## src/rtl/meas_pkg.sv

```systemverilog
`timescale 1ns/1ps
package meas_pkg;
    typedef enum logic [1:0] {FMT_RAW = 2'd0, FMT_SEXT = 2'd1, FMT_TOP = 2'd2, FMT_ALT = 2'd3} fmt_e;
    typedef enum logic [1:0] {OP_ENABLE = 2'd0, OP_DECIM = 2'd1, OP_FORMAT = 2'd2, OP_LENGTH = 2'd3} op_e;
    typedef enum logic [1:0] {LN_EMPTY, LN_FILL, LN_HELD} lane_st_e;
    typedef enum logic [1:0] {TX_PICK, TX_HEAD, TX_BODY} tx_st_e;
endpackage

```

## src/rtl/cfg_ctrl.sv

```systemverilog
`timescale 1ns/1ps
module cfg_ctrl
    import meas_pkg::*;
#(
    parameter int NUM_STREAMS = 3,
    parameter int ID_W        = 4,
    parameter int DEC_W       = 4,
    parameter int MAX_LEN     = 8,
    parameter int DEF_LEN     = 4,
    localparam int LEN_W      = $clog2(MAX_LEN + 1)
) (
    input  logic                                clk,
    input  logic                                rst_n,
    input  logic                                cmd_valid,
    input  logic [1:0]                          cmd_op,
    input  logic [ID_W-1:0]                     cmd_stream,
    input  logic [7:0]                          cmd_arg,
    output logic                                cmd_ack,
    output logic [NUM_STREAMS-1:0]              en_o,
    output logic [NUM_STREAMS-1:0][DEC_W-1:0]   dec_o,
    output logic [NUM_STREAMS-1:0][1:0]         fmt_o,
    output logic [LEN_W-1:0]                    len_o
);
    localparam logic [7:0] MAX_ARG = 8'(MAX_LEN);

    op_e              op;
    logic [LEN_W-1:0] len_clamped;

    assign op = op_e'(cmd_op);

    // Length arguments outside 1..MAX_LEN are pulled to the nearest limit.
    always_comb begin
        if (cmd_arg == 8'd0)
            len_clamped = LEN_W'(1);
        else if (cmd_arg > MAX_ARG)
            len_clamped = LEN_W'(MAX_LEN);
        else
            len_clamped = cmd_arg[LEN_W-1:0];
    end

    always_ff @(posedge clk or negedge rst_n) begin
        if (!rst_n) begin
            cmd_ack <= 1'b0;
            len_o   <= LEN_W'(DEF_LEN);
        end else begin
            cmd_ack <= cmd_valid;
            if (cmd_valid && op == OP_LENGTH)
                len_o <= len_clamped;
        end
    end

    for (genvar i = 0; i < NUM_STREAMS; i++) begin : g_stream
        logic hit;
        assign hit = cmd_valid && (cmd_stream == ID_W'(i));
        always_ff @(posedge clk or negedge rst_n) begin
            if (!rst_n) begin
                en_o[i]  <= 1'b0;
                dec_o[i] <= '0;
                fmt_o[i] <= FMT_RAW;
            end else if (hit) begin
                unique case (op)
                    OP_ENABLE: en_o[i]  <= cmd_arg[0];
                    OP_DECIM:  dec_o[i] <= cmd_arg[DEC_W-1:0];
                    OP_FORMAT: fmt_o[i] <= cmd_arg[1:0];
                    OP_LENGTH: ;
                    default:   ;
                endcase
            end
        end
    end
endmodule

```

## src/rtl/stream_lane.sv

```systemverilog
`timescale 1ns/1ps
module stream_lane
    import meas_pkg::*;
#(
    parameter int SAMPLE_W = 16,
    parameter int WORD_W   = 32,
    parameter int DEC_W    = 4,
    parameter int TS_W     = 28,
    parameter int MAX_LEN  = 8,
    localparam int LEN_W   = $clog2(MAX_LEN + 1),
    localparam int IDX_W   = $clog2(MAX_LEN)
) (
    input  logic                clk,
    input  logic                rst_n,
    input  logic                en,
    input  logic [DEC_W-1:0]    dec,
    input  logic [1:0]          fmt,
    input  logic [LEN_W-1:0]    len,
    input  logic [TS_W-1:0]     ts_now,
    input  logic                s_valid,
    input  logic [SAMPLE_W-1:0] s_data,
    output logic                s_ready,
    input  logic                drain,
    input  logic [IDX_W-1:0]    rd_idx,
    output logic                held,
    output logic [TS_W-1:0]     ts_o,
    output logic [LEN_W-1:0]    len_o,
    output logic [WORD_W-1:0]   rd_word
);
    localparam int HALF_W = SAMPLE_W / 2;

    lane_st_e          state, state_nx;
    logic [DEC_W-1:0]  dcnt;
    logic [LEN_W-1:0]  cnt;
    logic [LEN_W-1:0]  len_q;
    fmt_e              fmt_q, fmt_use;
    logic [TS_W-1:0]   ts_q;
    logic [WORD_W-1:0] pkt_mem [MAX_LEN];
    logic [IDX_W-1:0]  wr_idx;
    logic              take, keep;

    function automatic logic [WORD_W-1:0] widen(fmt_e f, logic [SAMPLE_W-1:0] d);
        case (f)
            FMT_SEXT: return {{(WORD_W-SAMPLE_W){d[SAMPLE_W-1]}}, d};
            FMT_TOP:  return WORD_W'(d[SAMPLE_W-1 -: HALF_W]);
            default:  return WORD_W'(d);
        endcase
    endfunction

    assign s_ready = en && (state != LN_HELD);
    assign take    = s_valid && s_ready;
    assign keep    = take && (dcnt == '0);
    assign fmt_use = (state == LN_EMPTY) ? fmt_e'(fmt) : fmt_q;
    assign wr_idx  = (state == LN_EMPTY) ? '0 : cnt[IDX_W-1:0];

    always_ff @(posedge clk or negedge rst_n) begin
        if (!rst_n) state <= LN_EMPTY;
        else        state <= state_nx;
    end

    always_comb begin
        state_nx = state;
        unique case (state)
            LN_EMPTY: if (keep) state_nx = (len == LEN_W'(1)) ? LN_HELD : LN_FILL;
            LN_FILL:  if (keep && (cnt + LEN_W'(1) == len_q)) state_nx = LN_HELD;
            LN_HELD:  if (drain) state_nx = LN_EMPTY;
            default:  state_nx = LN_EMPTY;
        endcase
    end

    always_ff @(posedge clk or negedge rst_n) begin
        if (!rst_n) begin
            dcnt  <= '0;
            cnt   <= '0;
            len_q <= '0;
            fmt_q <= FMT_RAW;
            ts_q  <= '0;
        end else begin
            if (!en)
                dcnt <= '0;
            else if (take)
                dcnt <= (dcnt >= dec) ? '0 : dcnt + DEC_W'(1);
            if (keep) begin
                if (state == LN_EMPTY) begin
                    ts_q  <= ts_now;
                    len_q <= len;
                    fmt_q <= fmt_e'(fmt);
                    cnt   <= LEN_W'(1);
                end else begin
                    cnt <= cnt + LEN_W'(1);
                end
            end
            if (state == LN_HELD && drain)
                cnt <= '0;
        end
    end

    always_ff @(posedge clk) begin
        if (keep)
            pkt_mem[wr_idx] <= widen(fmt_use, s_data);
    end

    assign held    = (state == LN_HELD);
    assign ts_o    = ts_q;
    assign len_o   = len_q;
    assign rd_word = pkt_mem[rd_idx];
endmodule

```

## src/rtl/pkt_tx.sv

```systemverilog
`timescale 1ns/1ps
module pkt_tx
    import meas_pkg::*;
#(
    parameter int NUM_STREAMS = 3,
    parameter int ID_W        = 4,
    parameter int WORD_W      = 32,
    parameter int TS_W        = 28,
    parameter int MAX_LEN     = 8,
    localparam int LEN_W      = $clog2(MAX_LEN + 1),
    localparam int IDX_W      = $clog2(MAX_LEN),
    localparam int SEL_W      = (NUM_STREAMS > 1) ? $clog2(NUM_STREAMS) : 1
) (
    input  logic                                clk,
    input  logic                                rst_n,
    input  logic [NUM_STREAMS-1:0]              held,
    input  logic [NUM_STREAMS-1:0][TS_W-1:0]    ts_in,
    input  logic [NUM_STREAMS-1:0][LEN_W-1:0]   len_in,
    input  logic [NUM_STREAMS-1:0][WORD_W-1:0]  word_in,
    output logic [NUM_STREAMS-1:0]              drain,
    output logic [IDX_W-1:0]                    rd_idx,
    output logic                                m_tvalid,
    input  logic                                m_tready,
    output logic [WORD_W-1:0]                   m_tdata,
    output logic                                m_tlast
);
    tx_st_e           state, state_nx;
    logic [SEL_W-1:0] grant, last_g, pick;
    logic [LEN_W-1:0] idx;
    logic             found, final_word;

    // Round-robin search beginning just after the last stream served.
    always_comb begin
        logic [SEL_W-1:0] c;
        found = 1'b0;
        pick  = last_g;
        for (int k = 1; k <= NUM_STREAMS; k++) begin
            c = SEL_W'((int'(last_g) + k) % NUM_STREAMS);
            if (!found && held[c]) begin
                found = 1'b1;
                pick  = c;
            end
        end
    end

    assign final_word = (idx + LEN_W'(1)) == len_in[grant];
    assign rd_idx     = idx[IDX_W-1:0];

    always_ff @(posedge clk or negedge rst_n) begin
        if (!rst_n) state <= TX_PICK;
        else        state <= state_nx;
    end

    always_comb begin
        state_nx = state;
        unique case (state)
            TX_PICK: if (found) state_nx = TX_HEAD;
            TX_HEAD: if (m_tready) state_nx = TX_BODY;
            TX_BODY: if (m_tready && final_word) state_nx = TX_PICK;
            default: state_nx = TX_PICK;
        endcase
    end

    always_ff @(posedge clk or negedge rst_n) begin
        if (!rst_n) begin
            grant  <= '0;
            last_g <= SEL_W'(NUM_STREAMS - 1);
            idx    <= '0;
        end else begin
            unique case (state)
                TX_PICK: if (found) grant <= pick;
                TX_HEAD: if (m_tready) idx <= '0;
                TX_BODY: if (m_tready) begin
                    if (final_word) last_g <= grant;
                    else            idx <= idx + LEN_W'(1);
                end
                default: ;
            endcase
        end
    end

    always_comb begin
        m_tvalid = 1'b0;
        m_tdata  = '0;
        m_tlast  = 1'b0;
        drain    = '0;
        unique case (state)
            TX_PICK: ;
            TX_HEAD: begin
                m_tvalid = 1'b1;
                m_tdata  = {ID_W'(grant), ts_in[grant]};
            end
            TX_BODY: begin
                m_tvalid = 1'b1;
                m_tdata  = word_in[grant];
                m_tlast  = final_word;
                if (m_tready && final_word) drain[grant] = 1'b1;
            end
            default: ;
        endcase
    end
endmodule

```

## src/rtl/meas_packer.sv

```systemverilog
`timescale 1ns/1ps
module meas_packer #(
    parameter int NUM_STREAMS = 3,
    parameter int SAMPLE_W    = 16,
    parameter int WORD_W      = 32,
    parameter int ID_W        = 4,
    parameter int DEC_W       = 4,
    parameter int MAX_LEN     = 8,
    parameter int DEF_LEN     = 4
) (
    input  logic                            clk,
    input  logic                            rst_n,
    input  logic [NUM_STREAMS-1:0]          s_valid,
    input  logic [NUM_STREAMS*SAMPLE_W-1:0] s_data,
    output logic [NUM_STREAMS-1:0]          s_ready,
    input  logic                            cmd_valid,
    input  logic [1:0]                      cmd_op,
    input  logic [ID_W-1:0]                 cmd_stream,
    input  logic [7:0]                      cmd_arg,
    output logic                            cmd_ack,
    output logic                            m_tvalid,
    input  logic                            m_tready,
    output logic [WORD_W-1:0]               m_tdata,
    output logic                            m_tlast
);
    localparam int TS_W  = WORD_W - ID_W;
    localparam int LEN_W = $clog2(MAX_LEN + 1);
    localparam int IDX_W = $clog2(MAX_LEN);

    logic [TS_W-1:0]                        ts_now;
    logic [NUM_STREAMS-1:0]                 en_cfg;
    logic [NUM_STREAMS-1:0][DEC_W-1:0]      dec_cfg;
    logic [NUM_STREAMS-1:0][1:0]            fmt_cfg;
    logic [LEN_W-1:0]                       len_cfg;
    logic [NUM_STREAMS-1:0]                 held, drain;
    logic [NUM_STREAMS-1:0][TS_W-1:0]       lane_ts;
    logic [NUM_STREAMS-1:0][LEN_W-1:0]      lane_len;
    logic [NUM_STREAMS-1:0][WORD_W-1:0]     lane_word;
    logic [IDX_W-1:0]                       rd_idx;

    always_ff @(posedge clk or negedge rst_n) begin
        if (!rst_n) ts_now <= '0;
        else        ts_now <= ts_now + TS_W'(1);
    end

    cfg_ctrl #(
        .NUM_STREAMS(NUM_STREAMS), .ID_W(ID_W), .DEC_W(DEC_W),
        .MAX_LEN(MAX_LEN), .DEF_LEN(DEF_LEN)
    ) u_ctrl (
        .clk(clk), .rst_n(rst_n),
        .cmd_valid(cmd_valid), .cmd_op(cmd_op), .cmd_stream(cmd_stream),
        .cmd_arg(cmd_arg), .cmd_ack(cmd_ack),
        .en_o(en_cfg), .dec_o(dec_cfg), .fmt_o(fmt_cfg), .len_o(len_cfg)
    );

    for (genvar i = 0; i < NUM_STREAMS; i++) begin : g_lane
        stream_lane #(
            .SAMPLE_W(SAMPLE_W), .WORD_W(WORD_W), .DEC_W(DEC_W),
            .TS_W(TS_W), .MAX_LEN(MAX_LEN)
        ) u_lane (
            .clk(clk), .rst_n(rst_n),
            .en(en_cfg[i]), .dec(dec_cfg[i]), .fmt(fmt_cfg[i]), .len(len_cfg),
            .ts_now(ts_now),
            .s_valid(s_valid[i]), .s_data(s_data[i*SAMPLE_W +: SAMPLE_W]),
            .s_ready(s_ready[i]),
            .drain(drain[i]), .rd_idx(rd_idx),
            .held(held[i]), .ts_o(lane_ts[i]), .len_o(lane_len[i]),
            .rd_word(lane_word[i])
        );
    end

    pkt_tx #(
        .NUM_STREAMS(NUM_STREAMS), .ID_W(ID_W), .WORD_W(WORD_W),
        .TS_W(TS_W), .MAX_LEN(MAX_LEN)
    ) u_tx (
        .clk(clk), .rst_n(rst_n),
        .held(held), .ts_in(lane_ts), .len_in(lane_len), .word_in(lane_word),
        .drain(drain), .rd_idx(rd_idx),
        .m_tvalid(m_tvalid), .m_tready(m_tready), .m_tdata(m_tdata), .m_tlast(m_tlast)
    );
endmodule

```

## config.mk

```make
export PLATFORM = sky130hd
export DESIGN_NAME = meas_packer
export DESIGN_NICKNAME = d
export VERILOG_FILES = /design/src/rtl/meas_pkg.sv /design/src/rtl/cfg_ctrl.sv /design/src/rtl/stream_lane.sv /design/src/rtl/pkt_tx.sv /design/src/rtl/meas_packer.sv
export SDC_FILE = /design/constraint.sdc
export NUM_CORES = 1
export LEC_CHECK = 0
export BUFFER_PORTS_ARGS = -buffer_cell sky130_fd_sc_hd__buf_4
export CELL_PAD_IN_SITES_DETAIL_PLACEMENT = 1
export CELL_PAD_IN_SITES_GLOBAL_PLACEMENT = 1
export CORE_ASPECT_RATIO = 2
export CORE_MARGIN = 5
export CORE_UTILIZATION = 55
export CTS_BUF_LIST = sky130_fd_sc_hd__clkbuf_4 sky130_fd_sc_hd__clkbuf_8 sky130_fd_sc_hd__clkbuf_16
export CTS_CLUSTER_DIAMETER = 40
export DETAILED_ROUTE_END_ITERATION = 10
export PLACE_DENSITY = 0.85
export SLEW_MARGIN = 20
export SYNTH_ARGS = -nofsm -noshare
export SYNTH_HDL_FRONTEND = slang
export SYNTH_SLANG_ARGS = --single-unit
```

## constraint.sdc

```tcl
create_clock -name clk -period 5.4 [get_ports clk]
set_input_delay 1.08 -clock clk [delete_from_list [all_inputs] [get_ports clk]]
set_output_delay 1.08 -clock clk [all_outputs]
set_load 0.005 [all_outputs]
```

==> results by group, run 1 <==
Status
  – Outcome: completed

Place
  – Pre-CTS setup slack: 1.13 ns
  – Final Wtd Congestion: 0.796
  – I/O Buffers: 106
  – Dpl hpwl: 45,300 µm

Clock network
  – Cts repair resizes: 0
  – H-tree depth: 2
  – Clock Latency Late Sink: 0.61 ns
  – CTS tree: done
  – Clk sinks: 604
  – Worst-path clk slew: 0.07 ns
  – TritonCTS buffer count: 54
  – Postcts setup bufs: 0
  – # hold bufs at CTS: 0
  – CTS Buffer Depth: 3
  – Clk Tree Root Cell: clkbuf_16

Worst setup path
  – Crit. End Element: output pin
  – Worst setup path end: m_tdata[6]
  – Reg2reg start: u_tx.idx[0]$_DFFE_PN0P_
  – Crit-path cells: buf_12, mux4_2, mux2i_1, o22ai_1, a21oi_1, o22ai_1, buf_4
  – Reg2reg end: u_tx.last_g[0]$_DFFE_PN0P_
  – R2R depth: 7
  – Crit path from: u_tx.idx[0]$_DFFE_PN0P_
  – Setup crit start kind: flop
  – Slowest cell on the critical path: dfrtp_4
  – Crit-path most repeated cell: o22ai_1
  – Reg2reg setup slack: 1.49 ns
  – CP peak stage delay: 0.92 ns
  – Crit path max fanout: 70
  – CP required: 4.32 ns
  – Worst setup path class: reg2out
  – Arrival time of the worst setup path: 3.77 ns

Synth
  – Synthesized instance count: 1,679
  – Register bit total from synthesis: 604
  – Synth Flop Type: edfxtp_1
  – FFs w/ async S/R, synth: 0.325
  – Post-synth EDFFs: 408
  – Mapped Nets: 1,783
  – Syn Area/Cell: 15.6 µm²
  – Warnings from Yosys: 0
  – Synthesized cell area: 26,200 µm²
  – Synth unique cells: 68
  – Sequential fraction of the synthesis area: 0.654

Floorplanning
  – Starting Density: 0.554
  – Die height: 319 µm
  – IO Pins: 107
  – Core area: 47,400 µm²
  – Die area: 52,400 µm²
  – Row count: 113
  – Chip Width: 164 µm

Layout
  – Syn-to-layout area delta: 12.8%
  – Nets: 1,886
  – ANT cells: 0
  – Filler cells: 4,240
  – Leading cell type in the layout, fill and taps excluded: edfxtp_1
  – Layout cell share with drive strength beyond 1: 0.271
  – Commonest non-fill, non-tap cells in the layout: edfxtp_1 (408), dfrtp_1 (191), buf_4 (140)

Detailed routing
  – DRC violations left: 0
  – DRT antenna net count: 0
  – Via count: 15.2k
  – Routed WL: 68,100 µm
  – First drt pass iteration count: 7
  – Initial DRC count: 1,058
  – WL/cell: 27.7 µm
  – Via density: 6.19

Job
  – Maxcap violations: 0

STA
  – Period minus WS final: 4.85 ns
  – Post-route clock period utilization: 0.898
  – Setup violations, final: 0
  – Hold WS: 0.496 ns
  – Slew Limit Fails: 0
  – Setup_tns: 0 ns
  – Post-Route Skew: 0.0124 ns
  – Slew HR: 0.252
  – Unrepaired setup endpoints after global routing: false
  – Post-route setup slack: 0.553 ns
  – Max Clk Rate: 206 MHz
  – Hold Vio Cnt, Final: 0
  – Worst slew pin tran: 1.11 ns

Pwr
  – VDD IR-drop max: 0.000318 V
  – Leakage power: 11.4 nW
  – Power density cells: 433 nW/µm²

Min path
  – Hold Crit Depth: 2
  – Worst hold path type: reg2reg

GRT
  – Total Routing Usage GR: 0.265
  – First-pass GRT wire length: 104,000 µm
  – Number of global-route vias before repair: 17.0k
  – Total gr overflow: 0
  – Largest net degree at the start of global routing: 110
  – Initial antenna violation count: 0
==> cells in the mapped netlist (15+ instances only) <==
master	n	area share
mux4_2	103	0.088
mux2i_1	71	0.027
and2_1	34	0.0081
nor3_1	15	0.0029
o22ai_1	35	0.0083
nand2_1	104	0.015
o21ai_0	39	0.0074
edfxtp_1	408	0.47
inv_1	39	0.0056
nand3_1	32	0.0061
nor2_1	55	0.0079
clkbuf_1	48	0.0069
a21oi_1	64	0.012
buf_4	16	0.0046
dfrtp_1	194	0.19
a22o_1	27	0.0090
xnor2_1	40	0.013
mux2_2	116	0.050
ha_1	35	0.017
buf_2	15	0.0029
==> layout make-up <==
class                      count  area, µm²  area share
clock buffer                  58       1390      0.0469
clock inverter                44        452      0.0153
inverter                      41        154     0.00520
multi-input combinational    937       8510       0.288
sequential                   604      17200       0.580
tap                          632        791      0.0267
timing repair buffer         144       1120      0.0380
==> metal layers <==
layer,vias to the layer above,share of wire,GRT usage
met1,7967,0.34,0.299
met3,145,0.051,0.0386
met5,-,0,0
met2,505,0.55,0.485
li1,6609,-,-
met4,0,0.052,0.126
==> registers in the layout, summed over array words and instances (netlist names), 2 cells and up <==
signal,count
g_lane.u_lane.fmt_q,6
g_lane.u_lane.ts_o,84
g_lane.u_lane.pkt_mem,408
g_lane.u_lane.cnt,12
u_ctrl.fmt_o,6
u_ctrl.dec_o,12
u_tx.state,2
u_tx.last_g,2
u_ctrl.en_o,3
g_lane.u_lane.dcnt,12
ts_now,28
u_tx.grant,2
g_lane.u_lane.len_o,12
u_tx.idx,4
g_lane.u_lane.state,6
u_ctrl.len_o,4
==> how the worst min path moves through the flow <==
stage | to | startpoint | slack (ns)
final | g_lane[1].u_lane.fmt_q[1]$_DFFE_PN0P_ | g_lane[1].u_lane.fmt_q[1]$_DFFE_PN0P_ | 0.50
after global routing | u_ctrl.dec_o[6]$_DFFE_PN0P_ | u_ctrl.dec_o[6]$_DFFE_PN0P_ | 0.53
after CTS | g_lane[1].u_lane.fmt_q[1]$_DFFE_PN0P_ | g_lane[1].u_lane.fmt_q[1]$_DFFE_PN0P_ | 0.50
after detailed placement | g_lane[0].u_lane.fmt_q[0]$_DFFE_PN0P_ | g_lane[0].u_lane.fmt_q[0]$_DFFE_PN0P_ | 0.48
after global placement | g_lane[2].u_lane.fmt_q[0]$_DFFE_PN0P_ | g_lane[2].u_lane.fmt_q[0]$_DFFE_PN0P_ | 0.46
after floorplan | g_lane[0].u_lane.fmt_q[0]$_DFFE_PN0P_ | g_lane[0].u_lane.fmt_q[0]$_DFFE_PN0P_ | 0.45
==> per-stage QoR <==
step                      instance area [µm²]  power, W  instances  utilization
after detailed placement                27700   0.00892       2358        0.586
final                                   29600    0.0128       2460        0.625
after CTS                               29600    0.0129       2460        0.625
after global routing                    29600    0.0134       2460        0.625
after floorplan                         26200   0.00779       1679            -
after global placement                  27700   0.00873       2357        0.585
==> cells by family after synthesis <==
family                   synth area share
multiplexers                        0.166
buffers and inverters              0.0245
flip-flops                          0.654
AND/OR/NAND/NOR                    0.0641
adder cells (fa/ha/maj)            0.0167
AO/OA/AOI/OAI                      0.0574
XOR/XNOR                           0.0170
==> report_power, final <==
group	switching (W)	internal, W	leakage (nW)
Combinational	0.00184	0.00129	4.22
Sequential	0.000346	0.00537	6.30
Clock	0.00176	0.00222	0.880
==> worst max-delay path: cells and delay by family (launching register included) <==
family          cells  cell delay [ns]
buf+inv             2             0.70
compound gates      3             0.62
mux                 2             0.79
flops               1             0.92
No activity file was read; power rests on OpenSTA's default activity.
==> run 2, diff against run 1 <==
Settings changed: CORE_MARGIN 5 to 1, GPL_TIMING_DRIVEN from default to 0.
==> results by group, run 2 (synthesis results as in run 1) <==
GRT
  – First-pass GRT wire length: 115,000 µm (+9.8%)
  – Total gr overflow: 0 (unchanged)
  – Largest net degree at the start of global routing: 96 (-13%)
  – Total Routing Usage GR: 0.326 (+0.0611)
  – Initial antenna violation count: 0 (unchanged)
  – Number of global-route vias before repair: 18.2k (+6.6%)

Worst setup path
  – Worst setup path end: m_tdata[10]
  – Reg2reg end: g_lane[1].u_lane.pkt_mem[1][11]$_DFFE_PP_
  – Crit path from: u_tx.idx[1]$_DFFE_PN0P_
  – CP required: 4.32 ns (about the same)
  – Crit. End Element: output pin
  – Crit path max fanout: 10 (-86%)
  – Reg2reg setup slack: 1.61 ns (+0.12 ns)
  – R2R depth: 6 (-1)
  – Arrival time of the worst setup path: 4.34 ns (+0.57 ns)
  – Worst setup path class: reg2out
  – Setup crit start kind: flop
  – Reg2reg start: g_lane[1].u_lane.state[0]$_DFFE_PN0P_

STA
  – Max Clk Rate: 185 MHz (-11%)
  – Setup violations, final: 1 (+1)
  – Setup_tns: -0.0180 ns (-0.0180 ns)
  – Unrepaired setup endpoints after global routing: false
  – Hold Vio Cnt, Final: 0 (unchanged)
  – Slew HR: 0.241 (-0.0105)
  – Post-route clock period utilization: 1.00 (+0.106)
  – Worst slew pin tran: 1.14 ns (+0.0283 ns)
  – Period minus WS final: 5.42 ns (+0.571 ns)
  – Post-Route Skew: 0.0339 ns (+0.0215 ns)
  – Post-route setup slack: -0.0180 ns (-0.571 ns)
  – Slew Limit Fails: 0 (unchanged)

Detailed routing
  – Top Layer Used: met4
  – WL met3: 3840 µm (+11%)
  – Routed WL: 75,800 µm (+11%)
  – WL/cell: 29.8 µm (+7.6%)
  – Met2 WL post-DR: 41,600 µm (+10%)
  – Via density: 6.32 (+2.0%)
  – DRC violations left: 0 (unchanged)
  – Met1 WL: 25,300 µm (+8.1%)
  – Via count: 16.1k (+5.7%)
  – First drt pass iteration count: 7 (unchanged)
  – DRT antenna net count: 0 (unchanged)
  – Initial DRC count: 1,205 (+14%)

Layout
  – Syn-to-layout area delta: 15.5%
  – Register bank with the most flops: g_lane.u_lane.pkt_mem
  – Filler cells: 4,299 (+1.4%)
  – Final core occ: 0.647 (+0.0227)
  – Design area: 30,300 µm² (+2.4%)
  – Register area: 17,200 µm² (about the same)
  – Commonest non-fill, non-tap cells in the layout: edfxtp_1 (408), dfrtp_1 (194), buf_4 (133)
  – ANT cells: 0 (unchanged)
  – Post-Layout Cell Count: 2,547 (+3.5%)
  – Nets: 1,978 (+4.9%)
  – Multi-input gate area: 8560 µm² (+0.65%)
  – Max reg flops: 408 (unchanged)
  – Layout cell share with drive strength beyond 1: 0.283 (+0.0125)
  – Leading cell type in the layout, fill and taps excluded: edfxtp_1

Pwr
  – Leakage power: 11.7 nW (+2.8%)
  – Power density cells: 443 nW/µm² (+2.3%)
  – VDD IR-drop max: 0.000311 V (-2.3%)

Clock network
  – Worst-path clk slew: 0.06 ns (about the same)
  – # hold bufs at CTS: 0 (unchanged)
  – Clk Tree Root Cell: clkbuf_16
  – Cts repair resizes: 0 (unchanged)
  – CTS tree: done
  – Clock Latency Late Sink: 0.63 ns (+0.02 ns)
  – H-tree depth: 2 (unchanged)
  – Postcts setup bufs: 0 (unchanged)
  – Clk sinks: 604 (unchanged)
  – TritonCTS buffer count: 56 (+3.7%)
  – CTS Buffer Depth: 3 (unchanged)

Min path
  – Worst hold path type: in2async

Floorplanning
  – Die height: 311 µm (-2.5%)
  – Chip Width: 156 µm (-4.9%)
  – Starting Density: 0.560 (+0.00662)
  – Core area: 46,800 µm² (-1.2%)
  – IO Pins: 107 (unchanged)
  – Die area: 48,600 µm² (-7.3%)
  – Row count: 112 (-0.88%)

Place
  – Dpl hpwl: 52,600 µm (+16%)
  – Post-place instance area: 28,300 µm² (+2.1%)
  – Placed cells: 2,443 (+3.6%)
  – Final Wtd Congestion: 0.872 (+9.6%)
  – Pre-CTS setup slack: 0.774 ns (-0.356 ns)
  – I/O Buffers: 105 (-0.94%)

Status
  – Failing checks: setup timing
  – Outcome: finished, violations left

Job
  – Maxcap violations: 0 (unchanged)
## run 2: cell types whose count changed in the layout (fill, tap and decap cells not counted), sizes merged
| cell | change |
|---|---|
| buf | +42 |
| bufinv | +2 |
| clkbuf | +56 |
| clkinv | -5 |
| clkinvlp | -5 |
| inv | +2 |
## run 2: worst min path at each step
stage          slack, ns                               endpoint  cells past startpoint                             startpoint
2_1_floorplan       0.45  g_lane[0].u_lane.fmt_q[0]$_DFFE_PN0P_                      2  g_lane[0].u_lane.fmt_q[0]$_DFFE_PN0P_
3_3_place_gp        0.46  g_lane[2].u_lane.fmt_q[0]$_DFFE_PN0P_                      2  g_lane[2].u_lane.fmt_q[0]$_DFFE_PN0P_
3_5_place_dp        0.48  g_lane[1].u_lane.fmt_q[0]$_DFFE_PN0P_                      2  g_lane[1].u_lane.fmt_q[0]$_DFFE_PN0P_
4_1_cts             0.37   g_lane[2].u_lane.dcnt[0]$_DFFE_PN0P_                      1                                  rst_n
5_1_grt             0.40            u_ctrl.fmt_o[1]$_DFFE_PN0P_                      1                                  rst_n
6_report            0.39            u_ctrl.dec_o[1]$_DFFE_PN0P_                      1                                  rst_n
## run 2: cell type report
type,instances,share of cell area
well taps,627,0.0259
clock inverters,38,0.0154
flip-flops and latches,604,0.566
inverters,41,0.00508
clock buffers,66,0.0491
multi-input cells,937,0.283
plain buffers,97,0.0161
repair buffers,137,0.0393
## run 2: power breakdown
group | total [W] | internal [W] | switching [W]
registers | 0.00553 | 0.00537 | 0.000162
clock network | 0.00424 | 0.00243 | 0.00181
logic | 0.00367 | 0.00137 | 0.00230
total | 0.0134 | 0.00916 | 0.00428
## run 2: layer usage
metal / vias to the layer above / GRT usage
met4: 0 / 0.201
met5: - / 0
met2: 638 / 0.598
li1: 6820 / -
met3: 242 / 0.0490
met1: 8387 / 0.345
## run 2: per-stage QoR
stage          total power, W  hold slack, ns
6_report               0.0134           0.385
5_1_grt                0.0138           0.399
4_1_cts                0.0135           0.367
3_5_place_dp          0.00917           0.482
3_3_place_gp          0.00892           0.462
2_1_floorplan         0.00779           0.449
## run 2: worst max-delay path, stage by stage, from the launching register on
cell and delay (ns):
dfrtp_1 0.52, buf_2 0.32, clkbuf_1 0.78, mux4_2 0.42
mux2i_1 0.63, o22ai_1 0.40, a21oi_1 0.35, o22ai_1 0.13
buf_4 0.18
==> run 3, diff against run 2 <==
Settings changed: ABC_AREA from default to 1, CORE_UTILIZATION 55 to 53, PLACE_DENSITY 0.85 to 0.87.
==> results by group, run 3 <==
Synth
  – Syn Area/Cell: 10.4 µm² (-33%)
  – Area contributors post-synth: edfxtp_1 (46%), dfrtp_1 (18%), o21ai_0 (7.3%)
  – Register bit total from synthesis: 604 (unchanged)
  – Adder-Cell Fraction of Synth Area: 0.0164 (-0.000273)
  – Area share of the largest cell type after synthesis: 0.459 (-0.00762)
  – Synthesized cell area: 26,700 µm² (+1.7%)
  – XOR/XNOR share of the synthesized area: 0.0141 (-0.00291)
  – Synth unique cells: 41 (-40%)
  – Commonest cells post-synth: edfxtp_1 (408), nor2_1 (389), o21ai_0 (387), nand2_1 (347), dfrtp_1 (194)
  – Post-synth EDFFs: 408 (unchanged)
  – Synthesized instance count: 2,556 (+52%)
  – Warnings from Yosys: 0 (unchanged)
  – Mux cell area share after synthesis: 0 (-0.166)
  – FFs w/ async S/R, synth: 0.325 (unchanged)
  – Synth Flop Type: edfxtp_1
  – Combinational family with the most area after synthesis: simple AND/OR/NAND/NOR gates
  – Synth Area in Compound Gates: 0.131 (+0.0738)
  – Post-Synth Simple-Gate Area: 0.145 (+0.0811)
  – Largest area contributor in the netlist: edfxtp_1
  – Most frequent cell after synthesis: edfxtp_1
  – Sequential fraction of the synthesis area: 0.643 (-0.0107)
  – Mapped Nets: 2,660 (+49%)

Layout
  – Layout cell share with drive strength beyond 1: 0.137 (-0.146)
  – Filler cells: 5,369 (+25%)
  – Leading cell type in the layout, fill and taps excluded: edfxtp_1
  – Post-Layout Cell Count: 3,458 (+36%)
  – Syn-to-layout area delta: 15.3%
  – Register bank with the most flops: g_lane.u_lane.pkt_mem
  – Nets: 2,873 (+45%)
  – Commonest non-fill, non-tap cells in the layout: edfxtp_1 (408), o21ai_0 (383), nor2_1 (382)
  – Max reg flops: 408 (unchanged)
  – Final core occ: 0.621 (-0.0261)

STA
  – Worst slew pin tran: 1.11 ns (-0.0271 ns)
  – Setup violations, final: 0 (-1)
  – Slew HR: 0.254 (+0.0122)
  – Slew Limit Fails: 0 (unchanged)
  – Post-Route Skew: 0.0230 ns (-0.0109 ns)
  – Hold WS: 0.253 ns (-0.133 ns)
  – Period minus WS final: 5.10 ns (-0.321 ns)
  – Post-route setup slack: 0.303 ns (+0.321 ns)
  – Max Clk Rate: 196 MHz (+6.3%)
  – Hold Vio Cnt, Final: 0 (unchanged)
  – Unrepaired setup endpoints after global routing: false
  – Post-route clock period utilization: 0.944 (-0.0595)

GRT
  – Number of global-route vias before repair: 24.4k (+34%)
  – Total gr overflow: 0 (unchanged)
  – First-pass GRT wire length: 151,000 µm (+32%)
  – Largest net degree at the start of global routing: 93 (-3.1%)
  – Initial antenna violation count: 1 (+1)
  – Total Routing Usage GR: 0.408 (+0.0815)

Place
  – Dpl hpwl: 72,800 µm (+39%)
  – Pre-CTS setup slack: 1.26 ns (+0.481 ns)
  – Placed cells: 3,355 (+37%)
  – Final Wtd Congestion: 0.959 (+9.9%)
  – I/O Buffers: 106 (+0.95%)

Clock network
  – Clk sinks: 604 (unchanged)
  – Postcts setup bufs: 0 (unchanged)
  – Clock Latency Late Sink: 0.63 ns (about the same)
  – TritonCTS buffer count: 54 (-3.6%)
  – # hold bufs at CTS: 0 (unchanged)
  – Cts repair resizes: 0 (unchanged)
  – Worst-path clk slew: 0.07 ns (about the same)
  – CTS tree: done
  – Clk Tree Root Cell: clkbuf_16
  – CTS Buffer Depth: 3 (unchanged)
  – H-tree depth: 2 (unchanged)

Min path
  – Worst hold path type: in2async

Pwr
  – Leakage power: 11.9 nW (+1.3%)
  – Power Total: 0.0169 W (+26%)
  – VDD IR-drop max: 0.000318 V (+2.2%)
  – Power density cells: 549 nW/µm² (+24%)

Worst setup path
  – Crit path max fanout: 10 (unchanged)
  – CP required: 4.32 ns (about the same)
  – Arrival time of the worst setup path: 4.02 ns (-0.32 ns)
  – Crit path from: u_tx.idx[1]$_DFFE_PN0P_
  – Worst setup path end: m_tdata[13]
  – Worst setup path class: reg2out
  – R2R depth: 9 (+3)
  – Crit. End Element: output pin
  – Reg2reg setup slack: 1.01 ns (-0.60 ns)
  – Reg2reg end: g_lane[1].u_lane.pkt_mem[4][12]$_DFFE_PP_
  – Setup crit start kind: flop
  – Reg2reg start: g_lane[1].u_lane.state[0]$_DFFE_PN0P_

Detailed routing
  – WL/cell: 29.6 µm (-0.49%)
  – DRC violations left: 0 (unchanged)
  – Initial DRC count: 2,108 (+75%)
  – First drt pass iteration count: 6 (-1)
  – Routed WL: 102,000 µm (+35%)
  – DRT antenna net count: 0 (unchanged)
  – Via count: 22.0k (+37%)
  – Via density: 6.37 (+0.88%)

Floorplanning
  – Core area: 49,500 µm² (+5.8%)
  – Die height: 319 µm (+2.7%)
  – IO Pins: 107 (unchanged)
  – Die area: 51,300 µm² (+5.4%)
  – Chip Width: 161 µm (+2.7%)
  – Starting Density: 0.539 (-0.0217)
  – Row count: 115 (+2.7%)

Job
  – Maxcap violations: 0 (unchanged)

Status
  – Outcome: completed
==> run 3: stage by stage <==
stage	TNS, ns	instance area, µm²
floorplan	0	26700
global placement	-60.08	28300
detailed placement	0	28900
CTS	0	30700
global route	0	30700
finish	0	30700
==> run 3: cell families (layout without fill, tap and decap cells) <==
family | Yosys count | in the layout
compound gates | 619 | 619
xor+xnor | 43 | 43
fa+ha+maj | 35 | 35
buf+inv | 322 | 579
flops | 604 | 604
other cells | 0 | 2
simple gates | 933 | 933
==> run 3: layer usage <==
layer	global-route usage	vias to the layer above	wire length [µm]
li1	-	9291	-
met3	0.0909	508	7550
met1	0.394	11000	31900
met5	0	-	0
met4	0.363	0	10500
met2	0.717	1255	52500
==> run 3: power breakdown <==
| part | total [W] | leakage (nW) | switching [W] | internal (W) |
|---|---|---|---|---|
| combinational | 0.00642 | 4.63 | 0.00500 | 0.00142 |
| clock | 0.00406 | 0.902 | 0.00186 | 0.00220 |
| sequential | 0.00641 | 6.35 | 0.000280 | 0.00613 |
==> run 3: worst max-delay path, stage by stage, from the launching register on <==
cell,delay (ns)
dfrtp_1,0.49
buf_2,0.36
clkbuf_1,0.61
nor2_1,0.11
o21ai_0,0.09
o21ai_0,0.16
o211ai_1,0.77
nand3_1,0.32
nand2_1,0.18
o21ai_1,0.11
buf_4,0.17
==> run 3: final cells by class <==
| cell class | count | area [µm²] | share of cell area |
|---|---|---|---|
| repair buffers | 157 | 1290 | 0.0420 |
| inverters | 190 | 713 | 0.0232 |
| flip-flops and latches | 604 | 17200 | 0.558 |
| plain buffers | 132 | 611 | 0.0199 |
| diodes | 2 | 5.00 | 0.000163 |
| well taps | 643 | 805 | 0.0262 |
| multi-input cells | 1630 | 8350 | 0.272 |
| clock inverters | 30 | 250 | 0.00814 |
| clock buffers | 70 | 1560 | 0.0507 |
==> run 3: how the worst min path moves through the flow <==
stage / from / endpoint / slack, ns / cells past startpoint
finish: rst_n / ts_now[9]$_DFF_PN0_ / 0.25 / 1
global route: rst_n / g_lane[1].u_lane.ts_o[8]$_DFFE_PN0P_ / 0.25 / 1
CTS: rst_n / g_lane[2].u_lane.ts_o[11]$_DFFE_PN0P_ / 0.24 / 1
detailed placement: u_ctrl.dec_o[2]$_DFFE_PN0P_ / u_ctrl.dec_o[2]$_DFFE_PN0P_ / 0.47 / 2
global placement: g_lane[1].u_lane.fmt_q[1]$_DFFE_PN0P_ / g_lane[1].u_lane.fmt_q[1]$_DFFE_PN0P_ / 0.46 / 2
floorplan: u_ctrl.fmt_o[0]$_DFFE_PN0P_ / u_ctrl.fmt_o[0]$_DFFE_PN0P_ / 0.45 / 2
